==> src/rtl/swp_pkg.sv <==
package swp_pkg;

    typedef enum logic [2:0] {
        ST_IDLE,
        ST_GOT1,
        ST_GOT2,
        ST_LOAD_REAL,
        ST_LOAD_DUMMY,
        ST_PROG
    } swp_state_e;

    localparam int NUM_CMDS = 3;

endpackage

==> src/rtl/swp_cmd_match.sv <==
module swp_cmd_match #(
    parameter int AW = 13,
    parameter int DW = 8,
    parameter int NCMD = 3,
    parameter logic [NCMD*AW-1:0] CMD_ADDRS = '0,
    parameter logic [NCMD*DW-1:0] CMD_DATAS = '0
) (
    input  logic [AW-1:0]   addr,
    input  logic [DW-1:0]   data,
    output logic [NCMD-1:0] hit
);
    // One comparator per command slot; slot i is packed at bits [i*W +: W].
    for (genvar i = 0; i < NCMD; i++) begin : g_cmp
        assign hit[i] = (addr == CMD_ADDRS[i*AW +: AW]) &&
                        (data == CMD_DATAS[i*DW +: DW]);
    end
endmodule

==> src/rtl/swp_window_timer.sv <==
module swp_window_timer #(
    parameter int WINDOW = 16
) (
    input  logic clk,
    input  logic rst_n,
    input  logic run,
    input  logic restart,
    output logic expired
);
    localparam int CW = $clog2(WINDOW + 1);

    logic [CW-1:0] gap_q;

    // gap_q counts idle cycles since the last write seen while running.
    always_ff @(posedge clk) begin
        if (!rst_n || !run || restart) begin
            gap_q <= '0;
        end else begin
            gap_q <= gap_q + 1'b1;
        end
    end

    assign expired = run && !restart && (gap_q == CW'(WINDOW - 1));
endmodule

==> src/rtl/swp_gate.sv <==
module swp_gate
    import swp_pkg::*;
#(
    parameter int AW = 13,
    parameter int DW = 8,
    parameter int LOAD_WINDOW = 16,
    parameter logic [AW-1:0] CMD0_ADDR = 'h1555,
    parameter logic [DW-1:0] CMD0_DATA = 'hAA,
    parameter logic [AW-1:0] CMD1_ADDR = 'h0AAA,
    parameter logic [DW-1:0] CMD1_DATA = 'h55,
    parameter logic [AW-1:0] CMD2_ADDR = 'h1555,
    parameter logic [DW-1:0] CMD2_DATA = 'hA0
) (
    input  logic          clk,
    input  logic          rst_n,
    input  logic          wr_valid,
    input  logic [AW-1:0] wr_addr,
    input  logic [DW-1:0] wr_data,
    input  logic          prog_done,
    output logic          fwd_valid,
    output logic [AW-1:0] fwd_addr,
    output logic [DW-1:0] fwd_data,
    output logic          fwd_dummy
);
    localparam logic [NUM_CMDS*AW-1:0] ADDRS = {CMD2_ADDR, CMD1_ADDR, CMD0_ADDR};
    localparam logic [NUM_CMDS*DW-1:0] DATAS = {CMD2_DATA, CMD1_DATA, CMD0_DATA};

    swp_state_e          state_q, state_d;
    logic                loaded_q;
    logic [NUM_CMDS-1:0] hit;
    logic                in_window;
    logic                expired;

    swp_cmd_match #(
        .AW(AW), .DW(DW), .NCMD(NUM_CMDS),
        .CMD_ADDRS(ADDRS), .CMD_DATAS(DATAS)
    ) u_match (
        .addr(wr_addr),
        .data(wr_data),
        .hit (hit)
    );

    assign in_window = (state_q == ST_GOT1) || (state_q == ST_GOT2) ||
                       (state_q == ST_LOAD_REAL) || (state_q == ST_LOAD_DUMMY);

    swp_window_timer #(.WINDOW(LOAD_WINDOW)) u_timer (
        .clk    (clk),
        .rst_n  (rst_n),
        .run    (in_window),
        .restart(wr_valid),
        .expired(expired)
    );

    // State register, plus the "a real load was taken" flag of the open phase.
    always_ff @(posedge clk) begin
        if (!rst_n) begin
            state_q  <= ST_IDLE;
            loaded_q <= 1'b0;
        end else begin
            state_q  <= state_d;
            loaded_q <= (state_q == ST_LOAD_REAL) && (loaded_q || wr_valid);
        end
    end

    // Next-state logic.
    always_comb begin
        state_d = state_q;
        unique case (state_q)
            ST_IDLE: begin
                if (wr_valid) state_d = hit[0] ? ST_GOT1 : ST_LOAD_DUMMY;
            end
            ST_GOT1: begin
                if (wr_valid)     state_d = hit[1] ? ST_GOT2 : ST_LOAD_DUMMY;
                else if (expired) state_d = ST_IDLE;
            end
            ST_GOT2: begin
                if (wr_valid)     state_d = hit[2] ? ST_LOAD_REAL : ST_LOAD_DUMMY;
                else if (expired) state_d = ST_IDLE;
            end
            ST_LOAD_REAL: begin
                if (!wr_valid && expired) state_d = loaded_q ? ST_PROG : ST_IDLE;
            end
            ST_LOAD_DUMMY: begin
                if (!wr_valid && expired) state_d = ST_PROG;
            end
            ST_PROG: begin
                if (prog_done) state_d = ST_IDLE;
            end
            default: state_d = ST_IDLE;
        endcase
    end

    // Output logic: forwarding decision for the write presented this cycle.
    always_comb begin
        fwd_valid = 1'b0;
        fwd_dummy = 1'b0;
        unique case (state_q)
            ST_IDLE: begin
                fwd_valid = wr_valid && !hit[0];
                fwd_dummy = wr_valid && !hit[0];
            end
            ST_GOT1: begin
                fwd_valid = wr_valid && !hit[1];
                fwd_dummy = wr_valid && !hit[1];
            end
            ST_GOT2: begin
                fwd_valid = wr_valid && !hit[2];
                fwd_dummy = wr_valid && !hit[2];
            end
            ST_LOAD_REAL: begin
                fwd_valid = wr_valid;
            end
            ST_LOAD_DUMMY: begin
                fwd_valid = wr_valid;
                fwd_dummy = wr_valid;
            end
            ST_PROG: begin
                fwd_valid = 1'b0;
            end
            default: begin
                fwd_valid = 1'b0;
            end
        endcase
        if (!rst_n) begin
            fwd_valid = 1'b0;
            fwd_dummy = 1'b0;
        end
    end

    assign fwd_addr = wr_addr;
    assign fwd_data = wr_data;
endmodule

==> config.mk <==
export PLATFORM = sky130hd
export DESIGN_NAME = swp_gate
export DESIGN_NICKNAME = d
export VERILOG_FILES = /design/src/rtl/swp_pkg.sv /design/src/rtl/swp_cmd_match.sv /design/src/rtl/swp_window_timer.sv /design/src/rtl/swp_gate.sv
export SDC_FILE = /design/constraint.sdc
export NUM_CORES = 1
export LEC_CHECK = 0
export CORE_MARGIN = 2
export CORE_UTILIZATION = 35
export CTS_CLUSTER_DIAMETER = 30
export CTS_CLUSTER_SIZE = 12
export DETAILED_ROUTE_END_ITERATION = 12
export DONT_BUFFER_PORTS = 1
export HOLD_SLACK_MARGIN = 0.1
export SLEW_MARGIN = 30
export SYNTH_ARGS = -nofsm -noshare
export SYNTH_HDL_FRONTEND = slang
export SYNTH_HIERARCHICAL = 1
export SYNTH_SLANG_ARGS = --single-unit
==> constraint.sdc <==
create_clock -name clk -period 2.05 [get_ports clk]
set_clock_uncertainty 0.15 [all_clocks]
set_input_delay 0.205 -clock clk [delete_from_list [all_inputs] [get_ports clk]]
set_output_delay 0.205 -clock clk [all_outputs]
set_load 0.005 [all_outputs]
==> qor.yml, run 1 <==
ir_drop_mv: 0.528
portBuffers: 0
cts_tree: "yes"
cp-end-kind: "flop"
yosys_warnings: 6
post_drt_wl_per_cell_um: 15.4
antenna_found_initial: 0
dpl_cell_area_um2: 842
p_clk_share_pct: 17.7
p_sw_mw: 0.331
r2r_slack_ns: 0.13
dp_hpwl_um: 1650
cp_max_fo: 3
grtUsageTotal_pct: 14.2
p_leak_nw: 0.313
hold_violations: 0
synth_edf_count: 0
min_period_ns: 1.92
fin_crit_sh_pct: 93.6
grt_max_degree: 17
hold_class: "primary input to flop"
post_synth.cell_area_avg_um2: 7.80
seqPwrFrac_pct: 30.1
tightest_slew_ns: 0.414
ctsResizeCount: 0
rsz0062_at_grt: "false"
regToRegEndpoint: "state_q[0]"
route.vias.total: 841
drtAntennaViolNets: 0
crit_chain: "ha_1 > and3_2 > ha_1 > and3b_1 > nand2b_1 > a31oi_1 > a32oi_1 > o2bb2ai_1"
r2r-start: "u_timer/gap_q[0]"
r2r_cells: 8
cts-buffers-inserted: 3
synth_cell_types: 45
io_pins: 48
crit_top_cell: "ha_1"
combPwrFrac_pct: 52.2
clockBufferDepth: 2
cts.clk_slew.worst_paths_ns: 0.06
cp.arrival_ns: 1.92
syn_inst: 125
grt_overflow: 0
critical_path_class: "flop to flop"
setup_viol: 0
hp-start: "rst_n"
fmax_mhz: 521
drt_wl_total_um: 2170
synth_top_cell_by_area: "dfxtp_1"
worstPathRequired_ns: 2.05
drive_above_1_share_pct: 12.7
rows: 19
fin_area_um2: 906
crit_end: "state_q[0]"
worst_skew_pair.late_latency_ns: 0.27
cp_slowest_cell: "dfxtp_1"
drc: 0
crit_path_start: "u_timer/gap_q[0]"
clock-sinks: 9
dieHeight_um: 56.8
first_iter_violations: 31
core_area_mm2: 0.00271
ys_ff_latch: 9
area_growth_pct: -7.06
synth_area_leaders: "dfxtp_1 18%, buf_4 18%, nor2_1 4.6%"
synth.top_cell.area_share_pct: 18.5
maxSlewViolCount: 0
grt_pass1_wl_um: 3600
diodes: 0
netlist_area_um2: 975
nets: 138
powerDensity_mw_per_mm2: 886
internal_power_mw: 0.471
h-tree-depth: 1
routabilityCongestion: 0.799
start_kind: "flop"
yosysSeqAreaShare_pct: 18.5
maxSlewHeadroom_pct: 72.3
synth_nets: 152
fp.dieW_um: 56.8
die_area_mm2: 0.00322
cts-root-buf: "clkbuf_4"
async_reset_ff_share_pct: 0
firstDrtPassIters: 4
outcome: "finished clean"
routed_via_density: 5.96
synth-main-ff-cell: "dfxtp_1"
first_global_vias: 846
initial_core_util_pct: 36.0
maxCapViolations: 0
swShare_pct: 41.3
cpPeakStageDelay_ns: 0.32
fin_tns_setup_ns: 0
## repair_timing
| item | 4_1_cts | 5_1_grt |
|---|---|---|
| hold buffers | 3 | 0 |
| setup buffers | 0 | 1 |
| setup endpoints to repair | 0 | 2 |
| hold endpoints to repair | 9 | 0 |
## registers in the layout, summed over array words and instances, names as in the netlist
signal         cells
loaded_q           1
state_q            3
u_timer/gap_q      5
## through the flow
step | std cells | power (mW) | util [%] | setup WS (ns) | hold slack [ns]
2_1_floorplan | 125 | 0.603 | - | 0.244 | 0.202
3_3_place_gp | 133 | 0.639 | 31.1 | 0.196 | 0.229
3_5_place_dp | 133 | 0.647 | 31.1 | 0.131 | 0.227
4_1_cts | 140 | 0.794 | 33.1 | 0.116 | 0.107
5_1_grt | 141 | 0.867 | 33.4 | 0.00253 | 0.114
6_report | 141 | 0.803 | 33.4 | 0.131 | 0.103
## power groups by stage
stage | Clock (mW) | Sequential (mW) | Combinational, mW
2_1_floorplan | 0 | 0.223 | 0.380
3_3_place_gp | 0 | 0.244 | 0.395
3_5_place_dp | 0 | 0.244 | 0.403
4_1_cts | 0.141 | 0.240 | 0.413
5_1_grt | 0.149 | 0.248 | 0.469
6_report | 0.142 | 0.242 | 0.419
## cell families (layout without fill, tap and decap cells)
family | count (synthesis) | in the layout | synth area share (%)
fa+ha+maj | 2 | 2 | 2.57
buf+inv | 31 | 16 | 21.8
compound gates | 23 | 23 | 16.6
xor+xnor | 2 | 2 | 1.80
flops | 9 | 9 | 18.5
mux | 1 | 1 | 1.03
simple gates | 57 | 57 | 37.7
## layer usage
layer	track usage, %	up-vias	part of all wire [%]
met2	25.2	58	48
li1	-	401	-
met1	16.3	375	40
met5	0	-	0
met3	2.07	7	9.5
met4	6.98	0	2.1
## cells in the mapped netlist, drive strengths merged, types with 2 or more instances
master and instances:
buf 26, a31oi 3, nand2b 4, o22ai 3
xnor2 2, o31ai 2, nor3b 2, nor3 2
ha 2, nand2 8, o21ai 3, nand3 5
nor2b 4, and3b 2, nor4b 3, dfxtp 9
a32oi 2, and4b 2, inv 5, nor2 12
a21oi 4, nand4b 2, nor4bb 2
## placed cells by master, fill, tap and decap left out, types with 2 or more instances in the layout
| cell type | synthesis | layout |
|---|---|---|
| o22ai_1 | 2 | 2 |
| o21ai_0 | 2 | 2 |
| and4b_1 | 2 | 2 |
| nor4bb_1 | 2 | 2 |
| nand2b_1 | 4 | 4 |
| nor4b_2 | 2 | 2 |
| nand2_1 | 8 | 8 |
| buf_4 | 23 | 4 |
| nor3_1 | 2 | 2 |
| xnor2_1 | 2 | 2 |
| nand4b_1 | 2 | 2 |
| o31ai_1 | 2 | 2 |
| inv_1 | 5 | 5 |
| a21oi_1 | 4 | 4 |
| a31oi_1 | 3 | 3 |
| ha_1 | 2 | 2 |
| nor2_1 | 12 | 12 |
| dlygate4sd3_1 | 0 | 3 |
| nor2b_1 | 4 | 4 |
| a32oi_1 | 2 | 2 |
| clkbuf_4 | 0 | 3 |
| nand3_1 | 5 | 5 |
| and3b_1 | 2 | 2 |
| dfxtp_1 | 9 | 9 |
## critical path, delay by kind of cell, from the launching register on
| kind | cells | cell delay, ns |
|---|---|---|
| and+or+nand+nor | 3 | 0.53 |
| AOI/OAI and AO/OA | 3 | 0.43 |
| adders and majority gates | 2 | 0.37 |
| DFF | 1 | 0.32 |
## worst min-delay path by stage
stage	end	slack, ns	depth (start not counted)
6_report	loaded_q	0.10	2
5_1_grt	loaded_q	0.11	2
4_1_cts	loaded_q	0.11	2
3_5_place_dp	state_q[1]	0.23	2
3_3_place_gp	state_q[1]	0.23	2
2_1_floorplan	state_q[1]	0.20	2
## layout make-up
class / instances / area (µm²)
Fill cell: 304 / 1800
Multi-Input combinational cell: 85 / 582
Sequential cell: 9 / 180
Timing Repair Buffer: 7 / 60.1
Tap cell: 31 / 38.8
Clock buffer: 4 / 26.3
Inverter: 5 / 18.8
No activity file was read; power rests on OpenSTA's default activity.
==> inputs of run 2 (changes only) <==
--- a/config.mk
+++ b/config.mk
@@ -5,6 +5,7 @@
 export SDC_FILE = /design/constraint.sdc
 export NUM_CORES = 1
 export LEC_CHECK = 0
+export CORE_ASPECT_RATIO = 1.2
 export CORE_MARGIN = 2
 export CORE_UTILIZATION = 35
 export CTS_CLUSTER_DIAMETER = 30
==> run 2 against run 1 <==
  * Wire length decreased by 4.1%
  * Core utilization grew 1.9 points
  * Die area barely moved
  * Critical path depth unchanged
  * Total power grew 1.4%
  * Cell area grew 1.4%
  * Cell count grew 2.1%
  * Worst hold slack better by 0.0034 ns
  * Maximum frequency grew 0.46%
  * Sequential share of layout area fell by 0.27 points
  * Clock power about the same
  * Setup slack better by 0.0087 ns
==> qor.yml, run 2 (same netlist as run 1, synthesis figures left out) <==
p_clk_share_pct: 17.5  # -0.2 points
critPathTopFamily: "simple AND/OR/NAND/NOR gates"
regToRegEndpoint: "state_q[2]"
r2r-start: "u_timer/gap_q[0]"
swShare_pct: 40.7  # -0.54 points
clockBufferDepth: 2  # unchanged
maxSlewViolCount: 0  # unchanged
internal_power_mw: 0.482  # +2.3%
r2r_slack_ns: 0.14  # about the same
fin_total_pwr_mw: 0.814  # +1.4%
drt_wl_total_um: 2080  # -4.1%
crit_chain: "ha_2 > and3_2 > ha_1 > and3b_1 > nand2b_1 > a31oi_1 > a32oi_1 > o21ai_1"
grt_overflow: 0  # unchanged
cts-root-buf: "clkbuf_4"
dieHeight_um: 61.8  # +8.9%
nets: 139  # +0.72%
rows: 20  # +1
first_iter_violations: 17  # -45%
top_register: "u_timer/gap_q"
area_growth_pct: -5.78
hp-start: "wr_valid"
worst_skew_pair.late_latency_ns: 0.26  # about the same
r2r_cells: 8  # unchanged
first_global_vias: 773  # -8.6%
min_period_ns: 1.91  # -0.00874 ns
rsz0062_at_grt: "false"
cp_max_fo: 4  # +1
hold_violations: 0  # unchanged
cp.depth: 8  # unchanged
top_regs: "u_timer/gap_q (5), state_q (3), loaded_q (1)"
dp_hpwl_um: 1560  # -5.7%
layout_common_cells: "12 x nor2_1, 9 x dfxtp_1, 8 x nand2_1"
p_sw_mw: 0.331  # about the same
largest_reg_flops: 5  # unchanged
final_core_util_pct: 35.3  # +1.9 points
diodes: 0  # unchanged
drtAntennaViolNets: 0  # unchanged
seqPwrFrac_pct: 27.1  # -3.0 points
setup_viol: 0  # unchanged
final_common_cell: "nor2_1"
worstPathRequired_ns: 2.05  # about the same
cts_tree: "yes"
fin_crit_sh_pct: 93.2  # -0.43 points
h-tree-depth: 1  # unchanged
initial_core_util_pct: 37.5  # +1.5 points
maxCapViolations: 0  # unchanged
combPwrFrac_pct: 55.4  # +3.2 points
core_area_mm2: 0.00260  # -4.0%
firstDrtPassIters: 4  # unchanged
routabilityCongestion: 0.938  # +17%
fin_tns_setup_ns: 0  # unchanged
cpPeakStageDelay_ns: 0.32  # about the same
route.vias.total: 847  # +0.71%
p_leak_nw: 0.315  # +0.67%
powerDensity_mw_per_mm2: 886  # about the same
ir_drop_mv: 0.440  # -17%
crit_buf_inv: 0  # unchanged
io_pins: 48  # unchanged
antenna_found_initial: 0  # unchanged
cp.arrival_ns: 1.91  # about the same
drc: 0  # unchanged
cts-buffers-inserted: 3  # unchanged
fmax_mhz: 523  # +0.46%
grtUsageTotal_pct: 12.8  # -1.4 points
crit_end: "state_q[2]"
fp.dieW_um: 52.2  # -8.1%
outcome: "finished clean"
cp_slowest_cell: "dfxtp_1"
clock-sinks: 9  # unchanged
routed_via_density: 5.88  # -1.4%
maxSlewHeadroom_pct: 67.7  # -4.6 points
hold_class: "primary input to flop"
drive_above_1_share_pct: 14.4  # +1.7 points
grt_max_degree: 17  # unchanged
grt_pass1_wl_um: 3080  # -14%
die_area_mm2: 0.00322  # about the same
crit_path_start: "u_timer/gap_q[0]"
portBuffers: 0  # unchanged
tightest_slew_ns: 0.483  # +0.0692 ns
post_drt_wl_per_cell_um: 14.5  # -6.1%
cts.clk_slew.worst_paths_ns: 0.07  # about the same
cp-end-kind: "flop"
critical_path_class: "flop to flop"
start_kind: "flop"
## run 2: changes by cell type in the layout (fill, tap and decap cells not counted)
cell / previous run / this run
ha_1: 2 / 1
ha_2: 0 / 1
buf_4: 4 / 5
## run 2: layout make-up
cell class              count  area (µm²)
clock buffers               4        26.3
fillers                   288        1680
inverters                   5        18.8
multi-input cells          85         584
flip-flops and latches      9         180
well taps                  33        41.3
repair buffers              8        67.6
## run 2: metrics by stage
stage | std cells | hold slack (ns) | area, µm² | worst slack (ns)
finish | 144 | 0.106 | 918 | 0.139
global route | 144 | 0.110 | 918 | 0.0205
CTS | 143 | 0.108 | 908 | 0.127
detailed placement | 136 | 0.213 | 852 | 0.142
global placement | 136 | 0.222 | 852 | 0.192
floorplan | 125 | 0.202 | 975 | 0.244
## run 2: tightest hold or removal path: stages
cell	delay, ns
or2_4	0.10
o2111ai_1	0.10
o21ai_1	0.08
## run 2: timing repair
| action | in CTS | in global routing |
|---|---|---|
| endpoints found under the hold margin | 9 | 0 |
| gates resized for setup | 0 | 1 |
| buffers inserted | 0 | 1 |
| endpoints found under the setup margin | 0 | 2 |
| hold buffers | 3 | 0 |
## run 2: how the worst min path moves through the flow
stage | depth (start not counted) | to
finish | 3 | state_q[2]
global route | 2 | loaded_q
CTS | 3 | state_q[2]
detailed placement | 2 | state_q[1]
global placement | 2 | state_q[1]
floorplan | 2 | state_q[1]
## run 2: metal layers
layer,vias to the layer above,part of all wire (%),GRT usage (%)
met5,-,0,0
met4,0,0.048,3.66
met3,2,10,5.26
met2,47,48,21.5
met1,396,41,15.0
li1,402,-,-
## run 2: power by group through the flow
stage / combinational [mW] / clock [mW] / sequential, mW
after global placement: 0.433 / 0 / 0.223
after global routing: 0.500 / 0.155 / 0.224
after floorplan: 0.380 / 0 / 0.223
after detailed placement: 0.434 / 0 / 0.224
final: 0.450 / 0.143 / 0.221
after CTS: 0.444 / 0.143 / 0.220
